**config.mk**
```make
export PLATFORM = sky130hd
export DESIGN_NAME = csdec_top
export DESIGN_NICKNAME = d
export VERILOG_FILES = /design/src/rtl/csdec_pkg.sv /design/src/rtl/csdec_port_regs.sv /design/src/rtl/csdec_window_match.sv /design/src/rtl/csdec_cycle_ctrl.sv /design/src/rtl/csdec_top.sv
export SDC_FILE = /design/constraint.sdc
export NUM_CORES = 1
export LEC_CHECK = 0
export BUFFER_PORTS_ARGS = -buffer_cell sky130_fd_sc_hd__buf_4
export CAP_MARGIN = 20
export CORE_MARGIN = 2
export CORE_UTILIZATION = 67
export CTS_BUF_LIST = sky130_fd_sc_hd__clkbuf_2 sky130_fd_sc_hd__clkbuf_4 sky130_fd_sc_hd__clkbuf_8
export DETAILED_ROUTE_END_ITERATION = 8
export HOLD_SLACK_MARGIN = 0.1
export PLACE_DENSITY = 0.87
export SLEW_MARGIN = 40
export SYNTH_ARGS = -nofsm -noshare
export SYNTH_HDL_FRONTEND = slang
export SYNTH_SLANG_ARGS = --single-unit
```
**constraint.sdc**
```tcl
create_clock -name clk -period 10.3 [get_ports clk]
set_input_delay 1.03 -clock clk [delete_from_list [all_inputs] [get_ports clk]]
set_output_delay 1.03 -clock clk [all_outputs]
set_load 0.03 [all_outputs]
```
**src/rtl/csdec_pkg.sv**
```systemverilog
package csdec_pkg;
  localparam int ADDR_W   = 32;
  localparam int WAIT_W   = 4;
  localparam int SIZE_W   = 6;
  localparam int MIN_LOG2 = 12;
  localparam int MAX_LOG2 = 28;
  localparam int FULL_LOG2 = ADDR_W;

  typedef enum logic [1:0] {
    WID_8  = 2'd0,
    WID_16 = 2'd1,
    WID_32 = 2'd2
  } width_e;

  typedef enum logic [1:0] {
    SEL_BASE = 2'd0,
    SEL_SIZE = 2'd1,
    SEL_CTRL = 2'd2
  } reg_sel_e;

  typedef struct packed {
    logic              en;
    logic [1:0]        width;
    logic              burst;
    logic              dram;
    logic [WAIT_W-1:0] waits;
    logic [ADDR_W-1:0] base;
    logic [SIZE_W-1:0] lg2;
  } port_cfg_t;

  typedef enum logic [1:0] {
    ST_IDLE = 2'd0,
    ST_ACT  = 2'd1,
    ST_MISS = 2'd2
  } cyc_state_e;
endpackage

```
**src/rtl/csdec_port_regs.sv**
```systemverilog
module csdec_port_regs
  import csdec_pkg::*;
#(
  parameter bit IS_BOOT = 1'b0
) (
  input  logic              clk,
  input  logic              rst_n,
  input  logic              wr_en,
  input  logic [1:0]        wr_sel,
  input  logic [ADDR_W-1:0] wr_data,
  output port_cfg_t         cfg_o
);
  localparam port_cfg_t RST_VAL = IS_BOOT ?
    '{en: 1'b1, width: WID_8,  burst: 1'b0, dram: 1'b0, waits: '1,
      base: '0, lg2: SIZE_W'(FULL_LOG2)} :
    '{en: 1'b0, width: WID_32, burst: 1'b0, dram: 1'b0, waits: '1,
      base: '0, lg2: SIZE_W'(MAX_LOG2)};

  port_cfg_t         cfg_q, cfg_d;
  logic [SIZE_W-1:0] lg2_req, lg2_fit;
  logic [1:0]        width_req;

  always_comb begin
    lg2_req = wr_data[SIZE_W-1:0];
    if (lg2_req < SIZE_W'(MIN_LOG2))      lg2_fit = SIZE_W'(MIN_LOG2);
    else if (lg2_req > SIZE_W'(MAX_LOG2)) lg2_fit = SIZE_W'(MAX_LOG2);
    else                                  lg2_fit = lg2_req;
    width_req = (wr_data[2:1] == 2'b11) ? WID_32 : wr_data[2:1];
  end

  always_comb begin
    cfg_d = cfg_q;
    case (wr_sel)
      SEL_BASE: cfg_d.base = wr_data;
      SEL_SIZE: cfg_d.lg2  = lg2_fit;
      SEL_CTRL: begin
        cfg_d.en    = wr_data[0];
        cfg_d.width = width_req;
        cfg_d.burst = wr_data[3];
        cfg_d.dram  = wr_data[4];
        cfg_d.waits = wr_data[8 +: WAIT_W];
      end
      default: cfg_d = cfg_q;
    endcase
  end

  always_ff @(posedge clk or negedge rst_n) begin
    if (!rst_n)     cfg_q <= RST_VAL;
    else if (wr_en) cfg_q <= cfg_d;
  end

  assign cfg_o = cfg_q;


  size_range_chk: assert property (@(posedge clk) disable iff (!rst_n)
    ((cfg_q.lg2 >= SIZE_W'(MIN_LOG2)) && (cfg_q.lg2 <= SIZE_W'(MAX_LOG2)))
    || (IS_BOOT && (cfg_q.lg2 == SIZE_W'(FULL_LOG2))));


  width_code_chk: assert property (@(posedge clk) disable iff (!rst_n)
    cfg_q.width != 2'b11);
endmodule

```
**src/rtl/csdec_window_match.sv**
```systemverilog
module csdec_window_match
  import csdec_pkg::*;
#(
  parameter int NPORTS = 4,
  parameter int PIDX_W = $clog2(NPORTS)
) (
  input  logic [ADDR_W-1:0] addr_i,
  input  logic [NPORTS-1:0] en_i,
  input  logic [ADDR_W-1:0] base_i [NPORTS],
  input  logic [SIZE_W-1:0] lg2_i  [NPORTS],
  output logic              hit_o,
  output logic [PIDX_W-1:0] idx_o
);
  logic [NPORTS-1:0] hit_vec;

  for (genvar g = 0; g < NPORTS; g++) begin : g_win
    assign hit_vec[g] = en_i[g] && (((addr_i ^ base_i[g]) >> lg2_i[g]) == '0);
  end

  always_comb begin
    hit_o = 1'b0;
    idx_o = '0;
    for (int i = NPORTS - 1; i >= 0; i--) begin
      if (hit_vec[i]) begin
        hit_o = 1'b1;
        idx_o = PIDX_W'(i);
      end
    end
  end
endmodule

```
**src/rtl/csdec_cycle_ctrl.sv**
```systemverilog
module csdec_cycle_ctrl
  import csdec_pkg::*;
#(
  parameter int NPORTS  = 4,
  parameter int BEAT_W  = 4,
  parameter int TIMEOUT = 16,
  parameter int PIDX_W  = $clog2(NPORTS)
) (
  input  logic              clk,
  input  logic              rst_n,
  input  logic              start_i,
  input  logic [BEAT_W-1:0] beats_i,
  input  logic              hit_i,
  input  logic [PIDX_W-1:0] idx_i,
  input  logic [1:0]        width_i,
  input  logic              burst_i,
  input  logic              dram_i,
  input  logic [WAIT_W-1:0] waits_i,
  output logic [NPORTS-1:0] cs_o,
  output logic [NPORTS-1:0] ras_o,
  output logic              ack_o,
  output logic              err_o,
  output logic              busy_o,
  output logic [1:0]        width_o
);
  localparam int TO_W  = $clog2(TIMEOUT + 1);
  localparam int CNT_W = (TO_W > WAIT_W + 1) ? TO_W : WAIT_W + 1;

  cyc_state_e        state_q, state_d;
  logic [CNT_W-1:0]  cnt_q, cnt_d;
  logic [BEAT_W-1:0] left_q, left_d;
  logic [PIDX_W-1:0] idx_q;
  logic [1:0]        width_q;
  logic              burst_q, dram_q;
  logic [WAIT_W-1:0] waits_q;
  logic              accept, cnt_done, act;
  logic [CNT_W-1:0]  first_len, next_len;

  assign accept    = (state_q == ST_IDLE) && start_i;
  assign cnt_done  = (cnt_q == '0);
  assign act       = (state_q == ST_ACT);
  assign first_len = CNT_W'(waits_i) + CNT_W'(1);
  assign next_len  = burst_q ? '0 : (CNT_W'(waits_q) + CNT_W'(1));

  always_comb begin
    state_d = state_q;
    cnt_d   = cnt_q;
    left_d  = left_q;
    case (state_q)
      ST_IDLE: begin
        if (start_i) begin
          left_d = (beats_i == '0) ? '0 : beats_i - BEAT_W'(1);
          if (hit_i) begin
            state_d = ST_ACT;
            cnt_d   = first_len;
          end else begin
            state_d = ST_MISS;
            cnt_d   = CNT_W'(TIMEOUT - 1);
          end
        end
      end
      ST_ACT: begin
        if (cnt_done) begin
          if (left_q == '0) begin
            state_d = ST_IDLE;
          end else begin
            left_d = left_q - BEAT_W'(1);
            cnt_d  = next_len;
          end
        end else begin
          cnt_d = cnt_q - CNT_W'(1);
        end
      end
      ST_MISS: begin
        if (cnt_done) state_d = ST_IDLE;
        else          cnt_d   = cnt_q - CNT_W'(1);
      end
      default: state_d = ST_IDLE;
    endcase
  end

  always_ff @(posedge clk or negedge rst_n) begin
    if (!rst_n) begin
      state_q <= ST_IDLE;
      cnt_q   <= '0;
      left_q  <= '0;
    end else begin
      state_q <= state_d;
      cnt_q   <= cnt_d;
      left_q  <= left_d;
    end
  end

  always_ff @(posedge clk or negedge rst_n) begin
    if (!rst_n) begin
      idx_q   <= '0;
      width_q <= '0;
      burst_q <= 1'b0;
      dram_q  <= 1'b0;
      waits_q <= '0;
    end else if (accept) begin
      idx_q   <= idx_i;
      width_q <= width_i;
      burst_q <= burst_i;
      dram_q  <= dram_i;
      waits_q <= waits_i;
    end
  end

  for (genvar g = 0; g < NPORTS; g++) begin : g_strobe
    assign cs_o[g]  = act && !dram_q && (idx_q == PIDX_W'(g));
    assign ras_o[g] = act &&  dram_q && (idx_q == PIDX_W'(g));
  end

  assign ack_o   = act && cnt_done;
  assign err_o   = (state_q == ST_MISS) && cnt_done;
  assign busy_o  = (state_q != ST_IDLE);
  assign width_o = act ? width_q : '0;


  strobe_onehot_chk: assert property (@(posedge clk) disable iff (!rst_n)
    $onehot0({cs_o, ras_o}));


  ack_has_strobe_chk: assert property (@(posedge clk) disable iff (!rst_n)
    ack_o |-> ($countones({cs_o, ras_o}) == 1));


  err_no_strobe_chk: assert property (@(posedge clk) disable iff (!rst_n)
    err_o |-> (({cs_o, ras_o} == '0) && !ack_o));


  burst_beat_chk: assert property (@(posedge clk) disable iff (!rst_n)
    (ack_o && burst_q && (left_q != '0)) |=> ack_o);


  single_gap_chk: assert property (@(posedge clk) disable iff (!rst_n)
    (ack_o && !burst_q) |=> !ack_o);


  width_hold_chk: assert property (@(posedge clk) disable iff (!rst_n)
    (act && $past(act)) |-> $stable(width_o));


  ignore_start_chk: assert property (@(posedge clk) disable iff (!rst_n)
    (busy_o && start_i) |=> $stable(idx_q));
endmodule

```
**src/rtl/csdec_top.sv**
```systemverilog
module csdec_top
  import csdec_pkg::*;
#(
  parameter int NPORTS  = 4,
  parameter int BEAT_W  = 4,
  parameter int TIMEOUT = 16,
  parameter int PIDX_W  = $clog2(NPORTS)
) (
  input  logic              clk,
  input  logic              rst_n,
  input  logic              cfg_we,
  input  logic [PIDX_W-1:0] cfg_port,
  input  logic [1:0]        cfg_sel,
  input  logic [ADDR_W-1:0] cfg_wdata,
  input  logic              bus_start,
  input  logic [ADDR_W-1:0] bus_addr,
  input  logic [BEAT_W-1:0] bus_beats,
  output logic [NPORTS-1:0] cs_o,
  output logic [NPORTS-1:0] ras_o,
  output logic              ack_o,
  output logic              err_o,
  output logic              busy_o,
  output logic [1:0]        width_o
);
  logic [1:0] rst_pipe;
  logic       rst_sync_n;

  always_ff @(posedge clk or negedge rst_n) begin
    if (!rst_n) rst_pipe <= '0;
    else        rst_pipe <= {rst_pipe[0], 1'b1};
  end
  assign rst_sync_n = rst_pipe[1];

  port_cfg_t         cfg_arr  [NPORTS];
  logic [NPORTS-1:0] en_vec;
  logic [ADDR_W-1:0] base_arr [NPORTS];
  logic [SIZE_W-1:0] lg2_arr  [NPORTS];

  for (genvar g = 0; g < NPORTS; g++) begin : g_port
    csdec_port_regs #(.IS_BOOT(g == 0)) regs_i (
      .clk     (clk),
      .rst_n   (rst_sync_n),
      .wr_en   (cfg_we && (cfg_port == PIDX_W'(g))),
      .wr_sel  (cfg_sel),
      .wr_data (cfg_wdata),
      .cfg_o   (cfg_arr[g])
    );
    assign en_vec[g]   = cfg_arr[g].en;
    assign base_arr[g] = cfg_arr[g].base;
    assign lg2_arr[g]  = cfg_arr[g].lg2;
  end

  logic              hit;
  logic [PIDX_W-1:0] hit_idx;
  port_cfg_t         sel_cfg;

  csdec_window_match #(.NPORTS(NPORTS), .PIDX_W(PIDX_W)) match_i (
    .addr_i (bus_addr),
    .en_i   (en_vec),
    .base_i (base_arr),
    .lg2_i  (lg2_arr),
    .hit_o  (hit),
    .idx_o  (hit_idx)
  );

  assign sel_cfg = cfg_arr[hit_idx];

  csdec_cycle_ctrl #(
    .NPORTS(NPORTS), .BEAT_W(BEAT_W), .TIMEOUT(TIMEOUT), .PIDX_W(PIDX_W)
  ) ctrl_i (
    .clk     (clk),
    .rst_n   (rst_sync_n),
    .start_i (bus_start),
    .beats_i (bus_beats),
    .hit_i   (hit),
    .idx_i   (hit_idx),
    .width_i (sel_cfg.width),
    .burst_i (sel_cfg.burst),
    .dram_i  (sel_cfg.dram),
    .waits_i (sel_cfg.waits),
    .cs_o    (cs_o),
    .ras_o   (ras_o),
    .ack_o   (ack_o),
    .err_o   (err_o),
    .busy_o  (busy_o),
    .width_o (width_o)
  );


  hit_enabled_chk: assert property (@(posedge clk) disable iff (!rst_sync_n)
    (bus_start && !busy_o && hit) |-> en_vec[hit_idx]);
endmodule

```
==> results of run 1 <==
==> synthesized netlist by cell type (4+ instances only) <==
cell type    n
buf_1       19
nand3b_1     7
buf_4        5
o311a_1      4
xnor2_1     71
nand2b_1    21
nor3b_1      7
nor3_1      36
a211oi_1    17
nand4_1      6
dfrtp_1    181
nor4_1       7
inv_1       23
o211ai_1    18
mux4_2      16
and3_1       7
o22ai_1      6
dfstp_2     30
or3_1        6
buf_2        4
ha_1         9
o2111ai_1    4
nor2_1      82
o221ai_1     5
o21ai_1      6
nor2b_1     11
o21ai_0     49
xor2_1      85
a22oi_1      8
a32oi_1     16
and2_1      17
nand3_1     25
nand2_1     95
mux2_2     186
a31oi_1      7
o32ai_1      6
mux2i_1     51
a21oi_1     43
clkbuf_1    43
==> cell type report <==
class / instances / share of cell area
clock inverters: 8 / 0.00678
multi-input cells: 1000 / 0.516
inverters: 28 / 0.00695
repair buffers: 97 / 0.0495
clock buffers: 56 / 0.0468
well taps: 265 / 0.0219
flip-flops and latches: 211 / 0.352
==> path summary, 6_finish.rpt <==
kind / slack [ns] / to / startpoint
worst max-delay path: 5.55 / ctrl_i.cnt_q[1]$_DFFE_PN0P_ / g_port[2].regs_i.cfg_o[0]$_DFFE_PN0P_
worst min-delay path: 0.25 / rst_pipe[1]$_DFF_PN0_ / rst_n
worst max register to register: 5.55 / ctrl_i.cnt_q[1]$_DFFE_PN0P_ / g_port[2].regs_i.cfg_o[0]$_DFFE_PN0P_
worst min register to register: 0.31 / g_port[0].regs_i.cfg_o[8]$_DFFE_PN0P_ / rst_pipe[1]$_DFF_PN0_
max in group asynchronous: 8.74 / g_port[1].regs_i.cfg_o[3]$_DFFE_PN1P_ / rst_pipe[1]$_DFF_PN0_
min in group clk: 0.35 / rst_pipe[1]$_DFF_PN0_ / rst_pipe[0]$_DFF_PN0_
==> registers in the layout, summed over array words and instances (netlist names) <==
signal and count:
ctrl_i.left_q 4, ctrl_i.waits_q 4, ctrl_i.dram_q 1, ctrl_i.cnt_q 5, g_port.regs_i.cfg_o 188, ctrl_i.state_q 2
ctrl_i.idx_q 2, ctrl_i.burst_q 1, rst_pipe 2, ctrl_i.width_q 2
==> through the flow <==
stage               total power [W]  hold WS, ns  cell area, um^2
floorplan                   0.00211        0.331            13500
global placement            0.00240        0.336            14300
detailed placement          0.00245        0.324            14300
CTS                         0.00331        0.235            15100
global route                0.00350        0.241            15100
finish                      0.00334        0.245            15100
==> layout by cell type (no fill, tap or decap), drive strengths merged, types with 5 or more instances in the layout <==
cell type	instances
and3	7
and2	17
nand3b	7
xnor2	71
nor2	82
nand2	95
a31oi	7
nor3b	7
a32oi	16
o32ai	6
o211ai	18
mux2	186
o22ai	6
clkbuf	56
inv	27
nand4	6
o221ai	5
nor4	7
a211oi	18
mux2i	51
a21oi	44
nand2b	21
ha	9
buf	97
dfrtp	181
o21ai	55
clkinv	6
or3	6
xor2	86
nand3	25
a22oi	8
dfstp	30
nor3	36
nor2b	11
mux4	16
==> worst max-delay path, stage by stage (launching register included) <==
cell and delay, ns:
dfrtp_1 0.91, mux4_2 0.59, or4_1 0.48, a2111o_1 0.46, nor4b_2 0.29, o2111ai_1 0.15, a22o_1 0.37, or2b_1 0.23
o21ai_1 0.15, a32oi_1 0.36, ha_1 0.31, o211ai_1 0.18, o21ai_0 0.10
==> layer usage <==
metal,share of wire,global-route usage
met4,0.038,0.141
met3,0.087,0.0619
met2,0.46,0.567
met1,0.41,0.479
met5,0,0
==> logic make-up (layout without fill, tap and decap cells) <==
logic type,Yosys count,count (layout),share of synthesized area
flip-flops,211,211,0.393
buffers and inverters,102,189,0.0317
other,1,1,0.000277
AO/OA/AOI/OAI,235,235,0.120
adder cells (fa/ha/maj),9,9,0.00832
XOR/XNOR,157,157,0.102
AND/OR/NAND/NOR,345,345,0.126
multiplexers,253,253,0.219
==> power breakdown <==
part | internal, W | leakage, nW | switching [W]
clock | 0.000491 | 0.427 | 0.000359
sequential | 0.00105 | 2.55 | 0.000217
combinational | 0.000540 | 3.39 | 0.000676
total | 0.00208 | 6.37 | 0.00125
==> summary.md, run 1 <==
| Metric | Value |
|---|---|
| Final ANT Viol Nets | `0` |
| Setup crit end kind | `flip-flop` |
| Crit Path Category | `flip-flop to flip-flop` |
| Mapped Nets | `1398` |
| Async SR Flop Fraction | `1.00` |
| # rows | `51` |
| Ranking of synthesized cells by area | `dfrtp_1 (33%), mux2_2 (15%), dfstp_2 (5.8%)` |
| Routed WL | `37800 um` |
| Pre-Repair DR Iteration Count | `6` |
| Ant diodes | `0` |
| Sequential cell area | `5320 um^2` |
| Ys Warns | `0` |
| Number of I/O pins | `89` |
| Pleak | `6.37 nW` |
| Seq/Total Area, Yosys | `0.393` |
| Core area | `19700 um^2` |
| Post-synth EDFFs | `0` |
| Filler cell count | `1353` |
| Vias per cell | `6.56` |
| Hold Path Class | `input port to async pin` |
| Post_cts resized | `0` |
| Global-route wire length before repair | `59300 um` |
| Fin. max-slew vios | `0` |
| Die width | `146 um` |
| Final TNS setup | `0 ns` |
| Placed Cells | `1601` |
| Synth Flop Type | `dfrtp_1` |
| Post-synthesis cell type count | `84` |
| Flops & latches, synth | `211` |
| Clock Tree Buf Depth | `3` |
| Worst clock skew | `0.0225 ns` |
| R2R cell count | `12` |
| Fmax | `211 MHz` |
| Post-Layout Cell Count | `1665` |
| Syn Area/Cell | `10.3 um^2` |
| Status | `finished, final reports clean` |
| Initial Util | `0.689` |
| CTS H-tree depth | `2` |
| Worst skew pair latency | `0.56 ns` |
| Largest net degree at the start of global routing | `69` |
| Worst Max-Slew Pin Slew | `0.880 ns` |
| Pre-CTS WS | `5.26 ns` |
| Fin. Hold Viols | `0` |
| PnR worst setup slack | `5.55 ns` |
| WL/cell | `22.7 um` |
| Max_cap viols | `0` |
| Max_slew headroom | `0.413` |
| Crit path time final | `4.75 ns` |
| Num CTS Buffers | `36` |
| Cell Pwr Density | `221 nW/um^2` |
| Die Ht | `146 um` |
| Required time worst endpoint | `10.70 ns` |
| CP max FO | `20` |
| Multi-input logic area | `7800 um^2` |
| Vias post-DR | `10921` |
| Cell taking the most area after synthesis | `dfrtp_1` |
| Final core occ | `0.769` |
| DRC | `0` |
| Share of layout cells above drive strength 1 | `0.294` |
| Overflow after GRT | `0` |
| CTS tree | `built` |
| Data arrival, critical path | `5.15 ns` |
| Total Routing Usage GR | `0.352` |
| Unrepaired setup endpoints after global routing | `no` |
| Layout Nets | `1459` |
| GP Congestion | `0.945` |
| Layout overhead on the synthesized area | `11.7%` |
| Peak supply drop | `0.143 mV` |
| CTS Hold Buffers Added | `0` |
| Antenna violations before repair | `0` |
| Clock sink count | `211` |
| Startpoint types | `flip-flop` |
| Vias in the first global route | `10917` |
| CTS root buf | `clkbuf_8` |
| Synth Instances | `1313` |
| Port bufs | `88` |
| Die ar. | `21400 um^2` |
| Post-CTS Setup Inserts | `0` |
| Final Cycle Share | `0.461` |
| Post-Synthesis Cell Area | `13500 um^2` |
| Initial DRC count | `939` |
| Number of setup violations in the final report | `0` |
| Clock transition at path regs | `0.06 ns` |
| Final HPWL DP | `27100 um` |
| Top cell type's share of synthesized area | `0.335` |
Power figures use the tool's default switching activity.
==> run 2: changes to the inputs <==
--- a/config.mk
+++ b/config.mk
@@ -8,11 +8,11 @@
 export BUFFER_PORTS_ARGS = -buffer_cell sky130_fd_sc_hd__buf_4
 export CAP_MARGIN = 20
 export CORE_MARGIN = 2
-export CORE_UTILIZATION = 67
+export CORE_UTILIZATION = 64
 export CTS_BUF_LIST = sky130_fd_sc_hd__clkbuf_2 sky130_fd_sc_hd__clkbuf_4 sky130_fd_sc_hd__clkbuf_8
 export DETAILED_ROUTE_END_ITERATION = 8
 export HOLD_SLACK_MARGIN = 0.1
-export PLACE_DENSITY = 0.87
+export PLACE_DENSITY = 0.84
 export SLEW_MARGIN = 40
 export SYNTH_ARGS = -nofsm -noshare
 export SYNTH_HDL_FRONTEND = slang
==> constraint.sdc (replaced) <==
create_clock -name clk -period 4.7 [get_ports clk]
set_input_delay 0.47 -clock clk [delete_from_list [all_inputs] [get_ports clk]]
set_output_delay 0.47 -clock clk [all_outputs]
set_load 0.03 [all_outputs]
==> summary.md, run 2 (synthesis results as in run 1) <==
| Metric | Value |
|---|---|
| Startpoint types | `flip-flop` |
| Pleak | `6.44 nW (+1.1%)` |
| Vias per cell | `6.47 (-1.3%)` |
| Peak supply drop | `0.293 mV (+100%)` |
| Final TNS setup | `0 ns (unchanged)` |
| Die Ht | `149 um (+2.3%)` |
| Layout overhead on the synthesized area | `12.6%` |
| Crit-path cells | `mux4_2 -> or4_1 -> a2111o_1 -> nor4b_2 -> o2111ai_1 -> a22o_1 -> or2b_1 -> o21ai_1 -> a32oi_1 -> ha_1 -> o211ai_1 -> o21ai_0` |
| R2R cell count | `12 (unchanged)` |
| Ant diodes | `0 (unchanged)` |
| Net Sw Power | `0.00272 W (+120%)` |
| Global-route wire length before repair | `58100 um (-2.1%)` |
| Vias in the first global route | `10860 (-0.52%)` |
| Pre-Repair DR Iteration Count | `5 (-1)` |
| Clock transition at path regs | `0.06 ns (about the same)` |
| Final ANT Viol Nets | `0 (unchanged)` |
| Max_cap viols | `0 (unchanged)` |
| Final Cycle Share | `0.917 (+0.456)` |
| Worst skew pair latency | `0.56 ns (about the same)` |
| Port bufs | `88 (unchanged)` |
| Total Routing Usage GR | `0.337 (-0.0152)` |
| Initial DRC count | `1127 (+20%)` |
| Hold Path Class | `input port to flip-flop` |
| WL/cell | `21.8 um (-3.8%)` |
| Num CTS Buffers | `37 (+2.8%)` |
| Data arrival, critical path | `4.71 ns (-0.44 ns)` |
| Fmax | `232 MHz (+10%)` |
| Number of I/O pins | `89 (unchanged)` |
| Final HPWL DP | `27000 um (-0.52%)` |
| Core area | `20900 um^2 (+6.3%)` |
| CTS root buf | `clkbuf_8` |
| Unrepaired setup endpoints after global routing | `no` |
| # rows | `53 (+3.9%)` |
| Switching Fraction | `0.372 (-0.00333)` |
| Initial Util | `0.648 (-0.0407)` |
| Cell Pwr Density | `479 nW/um^2 (+120%)` |
| Clock Tree Buf Depth | `3 (unchanged)` |
| Cell count along the critical path | `12 (unchanged)` |
| Status | `finished, final reports clean` |
| Largest net degree at the start of global routing | `87 (+26%)` |
| Crit Path Category | `flip-flop to flip-flop` |
| Commonest non-fill, non-tap cell in the layout | `mux2_2` |
| Fin. max-slew vios | `0 (unchanged)` |
| FF-to-FF Start | `g_port[2].regs_i.cfg_o[0]$_DFFE_PN0P_` |
| Max FFs per register | `188 (unchanged)` |
| Reg-to-reg setup timing slack | `0.39 ns (-5.16 ns)` |
| Filler cell count | `1464 (+8.2%)` |
| Die ar. | `22300 um^2 (+4.6%)` |
| Required time worst endpoint | `5.10 ns (-5.60 ns)` |
| Number of setup violations in the final report | `0 (unchanged)` |
| Die width | `149 um (+2.3%)` |
| Critical Path End | `ctrl_i.cnt_q[1]$_DFFE_PN0P_` |
| Post_cts resized | `0 (unchanged)` |
| Commonest non-fill, non-tap cells in the layout | `mux2_2 (186), dfrtp_1 (180), buf_4 (108)` |
| Fin. Hold Viols | `0 (unchanged)` |
| DRC | `0 (unchanged)` |
| Crit path time final | `4.31 ns (-0.439 ns)` |
| Layout Nets | `1474 (+1.0%)` |
| Worst Max-Slew Pin Slew | `0.827 ns (-0.0536 ns)` |
| CTS tree | `built` |
| Final core occ | `0.730 (-0.0398)` |
| CP max-delay cell | `dfrtp_1` |
| Seq pwr share | `0.373 (-0.008)` |
| Setup crit end kind | `flip-flop` |
| CP peak stage delay | `0.53 ns (-0.38 ns)` |
| Crit path launch | `g_port[2].regs_i.cfg_o[0]$_DFFE_PN0P_` |
| CP max FO | `11 (-45%)` |
| Antenna violations before repair | `0 (unchanged)` |
| Max_slew headroom | `0.449 (+0.0357)` |
| Multi-input logic area | `7800 um^2 (unchanged)` |
| Cell Int Power | `0.00459 W (+120%)` |
| Worst clock skew | `0.0277 ns (+0.00516 ns)` |
| Share of layout cells above drive strength 1 | `0.300 (+0.00608)` |
| WP buf/inv | `0 (unchanged)` |
| Worst reg2reg endpoint | `ctrl_i.cnt_q[1]$_DFFE_PN0P_` |
| Vias post-DR | `10942 (+0.19%)` |
| Sequential cell area | `5320 um^2 (unchanged)` |
| Clock sink count | `211 (unchanged)` |
| CTS H-tree depth | `2 (unchanged)` |
| Clk pwr share | `0.254 (about the same)` |
| GP Congestion | `0.967 (+2.3%)` |
| Comb power frac | `0.373 (+0.008)` |
| Overflow after GRT | `0 (unchanged)` |
| Routed WL | `36900 um (-2.4%)` |
| CP delay by family, top | `compound AO/OA/AOI/OAI gates` |
[run 2: changes by cell type in the layout (fill, tap and decap cells not counted)]
| cell | previous run | this run |
|---|---|---|
| buf_4 | 94 | 108 |
| clkbuf_4 | 10 | 13 |
| clkinv_2 | 3 | 0 |
| clkbuf_8 | 46 | 48 |
| buf_6 | 2 | 1 |
| bufinv_16 | 2 | 1 |
| dlygate4sd3_1 | 0 | 1 |
| inv_1 | 22 | 23 |
| inv_2 | 3 | 2 |
| inv_6 | 1 | 2 |
| inv_8 | 1 | 0 |
[run 2: how the worst min path moves through the flow]
| stage | from | endpoint | slack, ns | depth (start not counted) |
|---|---|---|---|---|
| 2_1_floorplan | rst_n | rst_pipe[0]$_DFF_PN0_ | 0.17 | 0 |
| 3_3_place_gp | rst_n | rst_pipe[0]$_DFF_PN0_ | 0.25 | 1 |
| 5_1_grt | cfg_wdata[6] | g_port[3].regs_i.cfg_o[12]$_DFFE_PN0P_ | 0.18 | 2 |
| 3_5_place_dp | rst_n | rst_pipe[0]$_DFF_PN0_ | 0.25 | 1 |
| 6_report | cfg_wdata[22] | g_port[1].regs_i.cfg_o[28]$_DFFE_PN0P_ | 0.17 | 2 |
| 4_1_cts | cfg_wdata[15] | g_port[2].regs_i.cfg_o[21]$_DFFE_PN0P_ | 0.17 | 2 |
[run 2: power groups by stage]
stage | clock network (W) | logic (W) | registers (W)
2_1_floorplan | 0 | 0.00202 | 0.00260
3_3_place_gp | 0 | 0.00257 | 0.00271
3_5_place_dp | 0 | 0.00265 | 0.00274
4_1_cts | 0.00187 | 0.00267 | 0.00272
5_1_grt | 0.00196 | 0.00294 | 0.00278
6_report | 0.00186 | 0.00272 | 0.00273
[run 2: through the flow]
| stage | worst slack (ns) | area [um^2] | total power (W) | std cells | hold WS, ns |
|---|---|---|---|---|---|
| after floorplan | 0.593 | 13500 | 0.00462 | 1313 | 0.174 |
| after global placement | 0.300 | 14400 | 0.00528 | 1624 | 0.253 |
| after detailed placement | 0.210 | 14400 | 0.00539 | 1624 | 0.253 |
| after CTS | 0.423 | 15200 | 0.00725 | 1690 | 0.166 |
| after global routing | 0.176 | 15200 | 0.00769 | 1690 | 0.175 |
| final | 0.391 | 15200 | 0.00731 | 1690 | 0.175 |
[run 2: layout make-up]
class / instances / area share
multi-input combinational: 1000 / 0.512
sequential: 211 / 0.349
timing repair buffer: 111 / 0.0559
clock buffer: 61 / 0.0497
tap: 275 / 0.0226
inverter: 28 / 0.00690
clock inverter: 4 / 0.00361
[run 2: what timing repair did]
| item | CTS | global route |
|---|---|---|
| setup buffers | 0 | 0 |
| hold buffers | 1 | 0 |
| endpoints found under the hold margin | 2 | 0 |
| endpoints found under the setup margin | 0 | 0 |
[run 2: layer usage]
layer  vias to the layer above  GRT usage  share of wire
met2                       524      0.549           0.47
li1                       4921          -              -
met3                       113     0.0649          0.089
met1                      5384      0.454           0.41
met5                         -          0              0
met4                         0      0.117          0.034
